**config.mk**
```make
export PLATFORM = sky130hd
export DESIGN_NAME = irq_vector_ctrl
export DESIGN_NICKNAME = d
export VERILOG_FILES = /design/src/rtl/ivc_pkg.sv /design/src/rtl/ivc_edge.sv /design/src/rtl/ivc_route.sv /design/src/rtl/ivc_prio.sv /design/src/rtl/irq_vector_ctrl.sv
export SDC_FILE = /design/constraint.sdc
export NUM_CORES = 1
export LEC_CHECK = 0
export BUFFER_PORTS_ARGS = -buffer_cell sky130_fd_sc_hd__buf_2
export CAP_MARGIN = 20
export CORE_MARGIN = 8
export CORE_UTILIZATION = 61
export DETAILED_ROUTE_END_ITERATION = 8
export PLACE_DENSITY = 0.89
export SLEW_MARGIN = 15
export SYNTH_ARGS = -nofsm -noshare
export SYNTH_HDL_FRONTEND = slang
export SYNTH_SLANG_ARGS = --single-unit
```
**constraint.sdc**
```tcl
create_clock -name clk -period 4.35 [get_ports clk]
set_input_delay 1.0875 -clock clk [delete_from_list [all_inputs] [get_ports clk]]
set_output_delay 1.0875 -clock clk [all_outputs]
set_load 0.01 [all_outputs]
```
**src/rtl/ivc_pkg.sv**
```systemverilog
package ivc_pkg;
  // register addresses; 4 and up select a line's event
  localparam int unsigned IVC_A_CTRL   = 0;
  localparam int unsigned IVC_A_ENABLE = 1;
  localparam int unsigned IVC_A_FSET   = 2;
  localparam int unsigned IVC_A_FCLR   = 3;
  // control word bits
  localparam int unsigned IVC_B_GIE     = 0;
  localparam int unsigned IVC_B_NMIE    = 1;
  localparam int unsigned IVC_B_RESTORE = 3;
endpackage

```
**src/rtl/ivc_edge.sv**
```systemverilog
module ivc_edge #(
  parameter int unsigned W = 8
) (
  input  logic         clk,
  input  logic         rst_n,
  input  logic [W-1:0] lvl_i,
  output logic [W-1:0] rise_o
);
  logic [W-1:0] prev_q;

  always_ff @(posedge clk) begin
    if (!rst_n) prev_q <= '0;
    else        prev_q <= lvl_i;
  end

  assign rise_o = lvl_i & ~prev_q;

  // a held level produces one pulse only
  assert_single_pulse_R9: assert property (@(posedge clk) disable iff (!rst_n)
    (rise_o != '0) |=> ((rise_o & $past(rise_o)) == '0));
endmodule

```
**src/rtl/ivc_route.sv**
```systemverilog
module ivc_route #(
  parameter int unsigned NUM_EVENTS = 128,
  parameter int unsigned SEL_W      = 7,
  parameter int unsigned LINES      = 12
) (
  input  logic [NUM_EVENTS-1:0] rise_i,
  input  logic [SEL_W-1:0]      sel_i [LINES],
  output logic [LINES-1:0]      line_rise_o
);
  for (genvar l = 0; l < LINES; l++) begin : g_line
    assign line_rise_o[l] = rise_i[sel_i[l]];
  end
endmodule

```
**src/rtl/ivc_prio.sv**
```systemverilog
module ivc_prio #(
  parameter int unsigned LINES = 16,
  localparam int unsigned VEC_W = $clog2(LINES)
) (
  input  logic [LINES-1:0] pend_i,
  output logic             irq_o,
  output logic [VEC_W-1:0] vec_o
);
  // lowest set index wins
  function automatic logic [VEC_W-1:0] lowest_pending(input logic [LINES-1:0] p);
    lowest_pending = '0;
    for (int i = LINES - 1; i >= 0; i--) begin
      if (p[i]) lowest_pending = VEC_W'(i);
    end
  endfunction

  assign irq_o = |pend_i;
  assign vec_o = lowest_pending(pend_i);
endmodule

```
**src/rtl/irq_vector_ctrl.sv**
```systemverilog
module irq_vector_ctrl import ivc_pkg::*; #(
  parameter int unsigned NUM_EVENTS     = 128,
  parameter int unsigned NUM_LINES      = 16,
  parameter int unsigned FIRST_MASKABLE = 4
) (
  input  logic                         clk,
  input  logic                         rst_n,
  input  logic [NUM_EVENTS-1:0]        evt_i,
  input  logic                         rst_evt_i,
  input  logic                         nmi_evt_i,
  input  logic                         wr_en_i,
  input  logic [$clog2(NUM_LINES)-1:0] wr_addr_i,
  input  logic [NUM_LINES-1:0]         wr_data_i,
  input  logic                         ack_i,
  output logic                         irq_o,
  output logic [$clog2(NUM_LINES)-1:0] vec_o
);
  localparam int unsigned VEC_W  = $clog2(NUM_LINES);
  localparam int unsigned SEL_W  = $clog2(NUM_EVENTS);
  localparam int unsigned MASK_N = NUM_LINES - FIRST_MASKABLE;

  logic [NUM_EVENTS-1:0] evt_rise;
  logic [1:0]            top_rise;
  logic [MASK_N-1:0]     line_rise;
  logic [SEL_W-1:0]      sel_q [MASK_N];
  logic [MASK_N-1:0]     enable_q;
  logic                  gie_q, nmie_q, pgie_q;
  logic [NUM_LINES-1:0]  flag_q, flag_d, hw_set, sw_set, sw_clr, ack_mask, pend;
  logic                  wr_ctrl, wr_enable, ack_hit;

  ivc_edge #(.W(NUM_EVENTS)) u_evt_edge (
    .clk(clk), .rst_n(rst_n), .lvl_i(evt_i), .rise_o(evt_rise));

  ivc_edge #(.W(2)) u_top_edge (
    .clk(clk), .rst_n(rst_n), .lvl_i({nmi_evt_i, rst_evt_i}), .rise_o(top_rise));

  ivc_route #(.NUM_EVENTS(NUM_EVENTS), .SEL_W(SEL_W), .LINES(MASK_N)) u_route (
    .rise_i(evt_rise), .sel_i(sel_q), .line_rise_o(line_rise));

  ivc_prio #(.LINES(NUM_LINES)) u_prio (
    .pend_i(pend), .irq_o(irq_o), .vec_o(vec_o));

  // write decode
  assign wr_ctrl   = wr_en_i && (wr_addr_i == VEC_W'(IVC_A_CTRL));
  assign wr_enable = wr_en_i && (wr_addr_i == VEC_W'(IVC_A_ENABLE));
  assign sw_set    = (wr_en_i && (wr_addr_i == VEC_W'(IVC_A_FSET))) ? wr_data_i : '0;
  assign sw_clr    = (wr_en_i && (wr_addr_i == VEC_W'(IVC_A_FCLR))) ? wr_data_i : '0;

  // acknowledge of the granted position
  assign ack_hit  = ack_i && irq_o;
  assign ack_mask = ack_hit ? (NUM_LINES'(1) << vec_o) : '0;

  always_comb begin
    hw_set = '0;
    hw_set[0] = top_rise[0];
    hw_set[1] = top_rise[1];
    hw_set[NUM_LINES-1:FIRST_MASKABLE] = line_rise;
  end

  // a new event or software set beats a clear in the same cycle
  assign flag_d = (flag_q & ~sw_clr & ~ack_mask) | sw_set | hw_set;

  // gating per position
  for (genvar i = 0; i < NUM_LINES; i++) begin : g_pend
    if (i == 0) begin : g_reset
      assign pend[i] = flag_q[i];
    end else if (i == 1) begin : g_nmi
      assign pend[i] = flag_q[i] && nmie_q;
    end else if (i < FIRST_MASKABLE) begin : g_resv
      assign pend[i] = 1'b0;
    end else begin : g_mask
      assign pend[i] = flag_q[i] && enable_q[i-FIRST_MASKABLE] && gie_q && nmie_q;
    end
  end

  always_ff @(posedge clk) begin
    if (!rst_n) begin
      flag_q   <= '0;
      enable_q <= '0;
      gie_q    <= 1'b0;
      nmie_q   <= 1'b0;
      pgie_q   <= 1'b0;
    end else begin
      flag_q <= flag_d;
      if (wr_enable) enable_q <= wr_data_i[NUM_LINES-1:FIRST_MASKABLE];
      if (wr_ctrl && !wr_data_i[IVC_B_RESTORE]) nmie_q <= wr_data_i[IVC_B_NMIE];
      if (ack_hit) begin
        pgie_q <= gie_q;
        gie_q  <= 1'b0;
      end else if (wr_ctrl) begin
        gie_q <= wr_data_i[IVC_B_RESTORE] ? pgie_q : wr_data_i[IVC_B_GIE];
      end
    end
  end

  always_ff @(posedge clk) begin
    for (int k = 0; k < MASK_N; k++) begin
      if (!rst_n) sel_q[k] <= '0;
      else if (wr_en_i && (int'(wr_addr_i) == FIRST_MASKABLE + k))
        sel_q[k] <= wr_data_i[SEL_W-1:0];
    end
  end

  // reserved positions never reach the core
  assert_reserved_silent_R7: assert property (@(posedge clk) disable iff (!rst_n)
    irq_o |-> (vec_o < 2 || int'(vec_o) >= FIRST_MASKABLE));

  // maskable grant needs both global enables
  assert_mask_gated_R4: assert property (@(posedge clk) disable iff (!rst_n)
    (irq_o && int'(vec_o) >= FIRST_MASKABLE) |-> (gie_q && nmie_q));

  // non-maskable grant needs its enable
  assert_nmi_gated_R5: assert property (@(posedge clk) disable iff (!rst_n)
    (irq_o && vec_o == VEC_W'(1)) |-> nmie_q);

  // acknowledge drops the global enable
  assert_ack_drops_gie_R8: assert property (@(posedge clk) disable iff (!rst_n)
    ack_hit |=> !gie_q);

  // acknowledge clears the granted flag unless re-set at once
  assert_ack_clears_flag_R8: assert property (@(posedge clk) disable iff (!rst_n)
    (ack_hit && !hw_set[vec_o] && !sw_set[vec_o]) |=> !flag_q[$past(vec_o)]);
endmodule

```
==> impl_results.md, run 1 <==
- Fmax: 275 MHz
- Status: finished clean
- Worst Setup Start Kind: flop
- Syn_nets: a little over 2000
- First-pass GRT wire length: between 100 and 150 mm
- Cts repair resizes: 0
- Post-DRT Antenna Nets: 0
- Final WS setup: a little over 0.7 ns
- Unique cell type count in the Yosys netlist: 58
- Synth Instances: 1920
- #FFs+latches synth: 243
- Total power: about 0.0062 W
- Worst Hold Class: reg -> reg
- Synth warn: 0
- Post-synth EDFFs: 0
- PwrDens: approximately 260 nW/um^2
- Die ar.: 42400 um^2
- Leakage Power: about 7.3 nW
- Share of cells above drive strength 1: just under 40%
- Worst hold margin: 0.465 ns
- Final Hold Fails: 0
- HPWL after DPL: 64.2 mm
- Clock sinks: approximately 240
- Slew Viols, Final: 0
- Routability cong.: 1.14
- Max Buffers Root-to-Sink: 3
- Hold_buf cts: 0
- # port buffers: approximately 160
- Mean Syn Cell Area: between 10 and 15 um^2
- Number of I/O pins: roughly 160
- Iteration-0 DRC Markers: 3385
- Count of final setup violators: 0
- Final instance area: roughly 24000 um^2
- Overall routing resource usage: 43.3%
- Starting density of the core: 61.9%
- RSZ-0062 raised after global routing: no
- Sequential-to-total area share from yosys stat: 22.1%
- Largest fanout on the critical path: 32
- Post-CTS Setup Bufs: 0
- H-Tree Depth: 1
- Root Driver: clkbuf_16
- Final Skew: around 0.021 ns
- Gr ovfl total: 0
- Routed wire per std cell: just under 40 um
- Clock-pin slew on the worst setup and hold paths: 0.06 ns
- Core area: 35600 um^2
- Relative slew margins: between 10% and 20%
- Avg Vias per Cell: between 8 and 9
- Crit Path Category: reg -> reg
- Drt first pass iters: 9
- Min Tclk post-route: between 3 and 4 ns
- Tcrit/Tclk final: 83.7%
- Commonest non-fill, non-tap cell in the layout: mux4_2
- Routed WL: ~90 mm
- Area added between synthesis and finish: 7.88%
- Worst Tran Pin Value: approximately 1.3 ns
- Post-synthesis async set-or-reset flop share: 0%
- Maximum vdd drop: roughly 0.00034 V
- Total CTS buffers: 27
- Req. time, crit path: 4.80 ns
- Largest net degree at the start of global routing: between 100 and 150
- Filler cell count in the final layout: ~2700
- Nets: 2053
- CP Capture Type: flop
- FF+latch area: around 5000 um^2
- MaxCap Viol Count: 0
- Pre-CTS setup slack: roughly 0.58 ns
- Row count: 69
- Worst EP arrival: a little over 4 ns
- TritonCTS clock tree: built
- Vias in the first global route: 19000
- Synthesized area: approximately 22000 um^2
- Area of the multi-input gates: between 15000 and 20000 um^2
- Setup_tns: 0 ns
- Die height: roughly 210 um
- Clock latency on the worst-skew pair: between 0.5 and 0.6 ns
- # DRC: 0
- Vias: between 15000 and 20000
- Commonest register cell after synthesis: dfxtp_1
- Most frequent cells in the layout: mux4_2 (426), dfxtp_1 (223), buf_2 (157)
- Die width: between 200 and 250 um
- Placed Area: 22800 um^2
- Initial antenna violation count: 14
## power breakdown
| group | total (W) | leakage (nW) | switching [W] | internal, W |
|---|---|---|---|---|
| combinational | 0.00144 | 4.89 | 0.000803 | 0.000639 |
| clock | 0.00238 | 0.427 | 0.00102 | 0.00137 |
| sequential | 0.00239 | 2.01 | 0.0000799 | 0.00231 |
| total | 0.00622 | 7.33 | 0.00190 | 0.00432 |
## synthesized netlist by cell type (all sizes together) (13+ instances only)
cell type	instances	area (um^2)
nand3b	71	533
nand2b	155	970
and2	136	851
or2	19	119
nor2	116	435
mux2	13	146
a31oi	26	163
a21oi	24	120
a41oi	18	158
inv	27	101
dfxtp	243	4860
o211ai	73	548
nand2	73	274
mux2i	108	1080
clkbuf	176	661
buf	101	579
mux4	426	9590
## cells by family after synthesis
family	Yosys count	share of synthesized area, %
flip-flops	243	22.1
multiplexers	547	49.1
AO/OA/AOI/OAI	207	6.86
buffers and inverters	306	6.13
AND/OR/NAND/NOR	617	15.8
## worst max-delay path, stage by stage, from the launching register on
cell	delay, ns
dfxtp_2	0.94
buf_4	0.37
o211ai_1	0.18
a41oi_1	0.83
a31oi_1	0.17
mux4_2	0.59
mux2i_1	0.25
a31oi_1	0.12
## area by class of cell
type / instances / area share, %
Clock inverter: 10 / 0.643
Tap cell: 461 / 2.43
Sequential cell: 243 / 20.6
Clock buffer: 38 / 3.10
Multi-Input combinational cell: 1371 / 66.5
Timing Repair Buffer: 227 / 6.16
Antenna cell: 8 / 0.0843
Inverter: 29 / 0.458
## worst paths after layout
| path | start | to | slack (ns) | cells past startpoint |
|---|---|---|---|---|
| max | sel_q[22] | flag_q[12] | 0.71 | 7 |
| min | enable_q[8] | enable_q[8] | 0.47 | 2 |
| max reg2reg | sel_q[22] | flag_q[12] | 0.71 | 7 |
| min reg2reg | enable_q[8] | enable_q[8] | 0.47 | 2 |
## metrics by stage
step	std cells	util [%]
6_report	2387	66.8
5_1_grt	2380	66.7
4_1_cts	2375	66.5
3_5_place_dp	2327	64.0
3_3_place_gp	2327	64.0
2_1_floorplan	1920	-
## metal layers
metal | share of wire [%] | wire (um) | global-route usage [%] | vias up
met3 | 18 | 16800 | 23.6 | 594
met2 | 40 | 36800 | 59.2 | 2014
met4 | 10 | 9250 | 31.2 | 14
met1 | 31 | 28900 | 50.8 | 9495
met5 | 0.13 | 118 | 0.713 | -
li1 | - | - | - | 7424
## sequential cells by signal, indices dropped and copies added (netlist names)
register	cells
u_top_edge.prev_q	2
pgie_q	1
nmie_q	1
u_evt_edge.prev_q	128
flag_q	14
sel_q	84
gie_q	1
enable_q	12
No activity file was read; power rests on OpenSTA's default activity.
==> inputs of run 2 (changes only) <==
==> constraint.sdc (replaced) <==
create_clock -name clk -period 3.8 [get_ports clk]
set_input_delay 0.95 -clock clk [delete_from_list [all_inputs] [get_ports clk]]
set_output_delay 0.95 -clock clk [all_outputs]
set_load 0.01 [all_outputs]
==> run 2 against run 1 <==
Sequential share of layout area down 0.22 points. Critical path type unchanged. Count of clock-buffer cells in the layout is 2 lower. Via count is 2.0% higher. Design area rose by 1.1%. Routed wire length decreased by 0.10%. Power rose by 15%. Maximum frequency grew 7.0%. The flow now finishes with violations (design-rule violations).
==> impl_results.md, run 2 (synthesis gave the netlist of run 1 again) <==
- Core area: 35600 um^2 (unchanged)
- Iteration-0 DRC Markers: 4042 (was 3385)
- Row count: 69 (unchanged)
- Starting density of the core: 61.9% (unchanged)
- Largest registers: u_evt_edge.prev_q (128), sel_q (84), flag_q (14) (unchanged)
- Initial antenna violation count: 12 (was 14)
- Req. time, crit path: 4.31 ns (was 4.80 ns)
- Worst Setup Start Kind: flop (unchanged)
- Slowest stage delay, CP: 0.88 ns (was 0.94 ns)
- Overall routing resource usage: 43.0% (was 43.3%)
- Min-delay src: pgie_q (was enable_q[8])
- Die height: 206 um (unchanged)
- # DRC: 2 (was 0)
- Slowest-stage cell, CP: dfxtp_2 (unchanged)
- Final WS setup: 0.396 ns (was 0.708 ns)
- Nets: 2075 (was 2053)
- Routability cong.: 1.13 (was 1.14)
- TritonCTS clock tree: built (unchanged)
- Worst R2R Setup Slack: 0.40 ns (was 0.71 ns)
- Final Non-Filler Cells: 2407 (was 2387)
- Relative slew margins: 14.7% (was 14.2%)
- Drt first pass iters: 9 (unchanged)
- Clock-pin slew on the worst setup and hold paths: 0.06 ns (about the same)
- Root Driver: clkbuf_16 (unchanged)
- Max reg flops: 128 (unchanged)
- Min Tclk post-route: 3.40 ns (was 3.64 ns)
- M1 WL: 28.9 mm (about the same)
- HPWL after DPL: 64.8 mm (was 64.2 mm)
- Die width: 206 um (unchanged)
- Placed Area: 23100 um^2 (was 22800 um^2)
- Violated checks: design-rule violations
- Most frequent cells in the layout: mux4_2 (426), dfxtp_1 (223), buf_2 (157) (unchanged)
- Number of buffer and inverter stages on the critical path: 0 (was 1)
- Total CTS buffers: 27 (unchanged)
- Number of I/O pins: 159 (unchanged)
- Top layer in use: met5 (unchanged)
- Max Buffers Root-to-Sink: 3 (unchanged)
- Critical-path cell list: mux4_2, or2_2, a31oi_1, mux4_2, mux2i_1, a31oi_1 (was buf_4, o211ai_1, a41oi_1, a31oi_1, mux4_2, mux2i_1, a31oi_1)
- Family with the most delay on the worst path: multiplexers (was compound AO/OA/AOI/OAI gates)
- Largest register by flop count: u_evt_edge.prev_q (unchanged)
- Maximum vdd drop: 0.000437 V (was 0.000339 V)
- Vias in the first global route: 19100 (was 19000)
- Clock latency on the worst-skew pair: 0.58 ns (was 0.59 ns)
- Largest fanout on the critical path: 20 (was 32)
- Crit Path Category: reg -> reg (unchanged)
- Gr ovfl total: 0 (unchanged)
- Met2 Wirelength: 35.8 mm (was 36.8 mm)
- Hold_buf cts: 0 (unchanged)
- PwrDens: 297 nW/um^2 (was 262 nW/um^2)
- Area added between synthesis and finish: 9.05% (was 7.88%)
- Post-DRT Antenna Nets: 0 (unchanged)
- Final instance area: 24000 um^2 (was 23800 um^2)
- Final Skew: 0.0118 ns (was 0.0209 ns)
- Pre-CTS setup slack: 0.226 ns (was 0.581 ns)
- R2r endpoint: flag_q[12] (unchanged)
- Routed wire per std cell: 38.1 um (was 38.5 um)
- RSZ-0062 raised after global routing: no (unchanged)
- MaxCap Viol Count: 0 (unchanged)
- Count of final setup violators: 0 (unchanged)
- Status: complete, but fails checks (was finished clean)
- Worst EP arrival: 3.92 ns (was 4.10 ns)
- Worst Tran Pin Value: 1.28 ns (about the same)
- Fmax: 294 MHz (was 275 MHz)
- Largest net degree at the start of global routing: 134 (was 108)
- Share of cells above drive strength 1: 39.8% (was 38.9%)
- First-pass GRT wire length: 132 mm (was 133 mm)
- Filler cell count in the final layout: 2639 (was 2699)
- Commonest non-fill, non-tap cell in the layout: mux4_2 (unchanged)
- # port buffers: 158 (unchanged)
- Slew Viols, Final: 0 (unchanged)
- Met3 WL: 17.3 mm (was 16.8 mm)
- Final Hold Fails: 0 (unchanged)
- Dpl cells: 2352 (was 2327)
- Setup_tns: 0 ns (unchanged)
- Avg Vias per Cell: 8.28 (was 8.19)
- Worst Hold Class: reg -> reg (unchanged)
- Die ar.: 42400 um^2 (unchanged)
- Post-CTS Setup Bufs: 0 (unchanged)
- Tcrit/Tclk final: 89.6% (was 83.7%)
- Hold depth: 2 (unchanged)
- Worst Hold Endpoint: pgie_q (was enable_q[8])
- Reg2Reg Depth: 6 (was 7)
- CP Capture Type: flop (unchanged)
- Routed WL: 91.8 mm (was 91.9 mm)
- Cts repair resizes: 0 (unchanged)
- H-Tree Depth: 1 (unchanged)
- Leakage Power: 7.48 nW (was 7.33 nW)
- Vias: 19900 (was 19500)
- Worst r2r src: sel_q[22] (unchanged)
- Clock sinks: 243 (unchanged)
[run 2: final cells by class]
| class | count | area, um^2 | area share (%) |
|---|---|---|---|
| multi-input cells | 1371 | 15800 | 65.8 |
| flip-flops and latches | 243 | 4890 | 20.4 |
| clock buffers | 36 | 749 | 3.12 |
| inverters | 29 | 109 | 0.453 |
| repair buffers | 249 | 1710 | 7.12 |
| clock inverters | 12 | 156 | 0.651 |
| well taps | 461 | 577 | 2.40 |
| diodes | 6 | 15.0 | 0.0625 |
[run 2: layer usage]
metal,track usage [%],up-vias
met4,31.3,12
met1,51.4,9584
li1,-,7465
met2,57.4,2209
met3,23.8,655
met5,0.951,-
[run 2: how the worst max path moves through the flow]
stage	from	endpoint	slack, ns	cells after the start
floorplan	evt_i[87]	flag_q[10]	0.82	7
global placement	evt_i[38]	flag_q[9]	0.24	7
detailed placement	evt_i[34]	flag_q[9]	0.23	7
CTS	nmie_q	vec_o[0]	0.54	7
global route	nmie_q	vec_o[0]	0.41	7
finish	sel_q[22]	flag_q[12]	0.40	6
[run 2: worst reg2reg max path, delay by kind of cell (launching register included)]
family          cells  cell delay [ns]
flops               1             0.88
simple gates        1             0.28
mux                 3             1.18
compound gates      2             1.01
[run 2: power breakdown]
| group | total (W) | internal [W] | switching, W |
|---|---|---|---|
| clock network | 0.00274 | 0.00159 | 0.00115 |
| registers | 0.00273 | 0.00265 | 0.0000780 |
| logic | 0.00167 | 0.000750 | 0.000924 |
[run 2: stage by stage]
| step | total power, W | hold slack, ns | util [%] |
|---|---|---|---|
| floorplan | 0.00378 | 0.436 | - |
| global placement | 0.00430 | 0.448 | 64.8 |
| detailed placement | 0.00434 | 0.449 | 64.8 |
| CTS | 0.00704 | 0.456 | 67.4 |
| global route | 0.00728 | 0.477 | 67.5 |
| finish | 0.00714 | 0.455 | 67.5 |
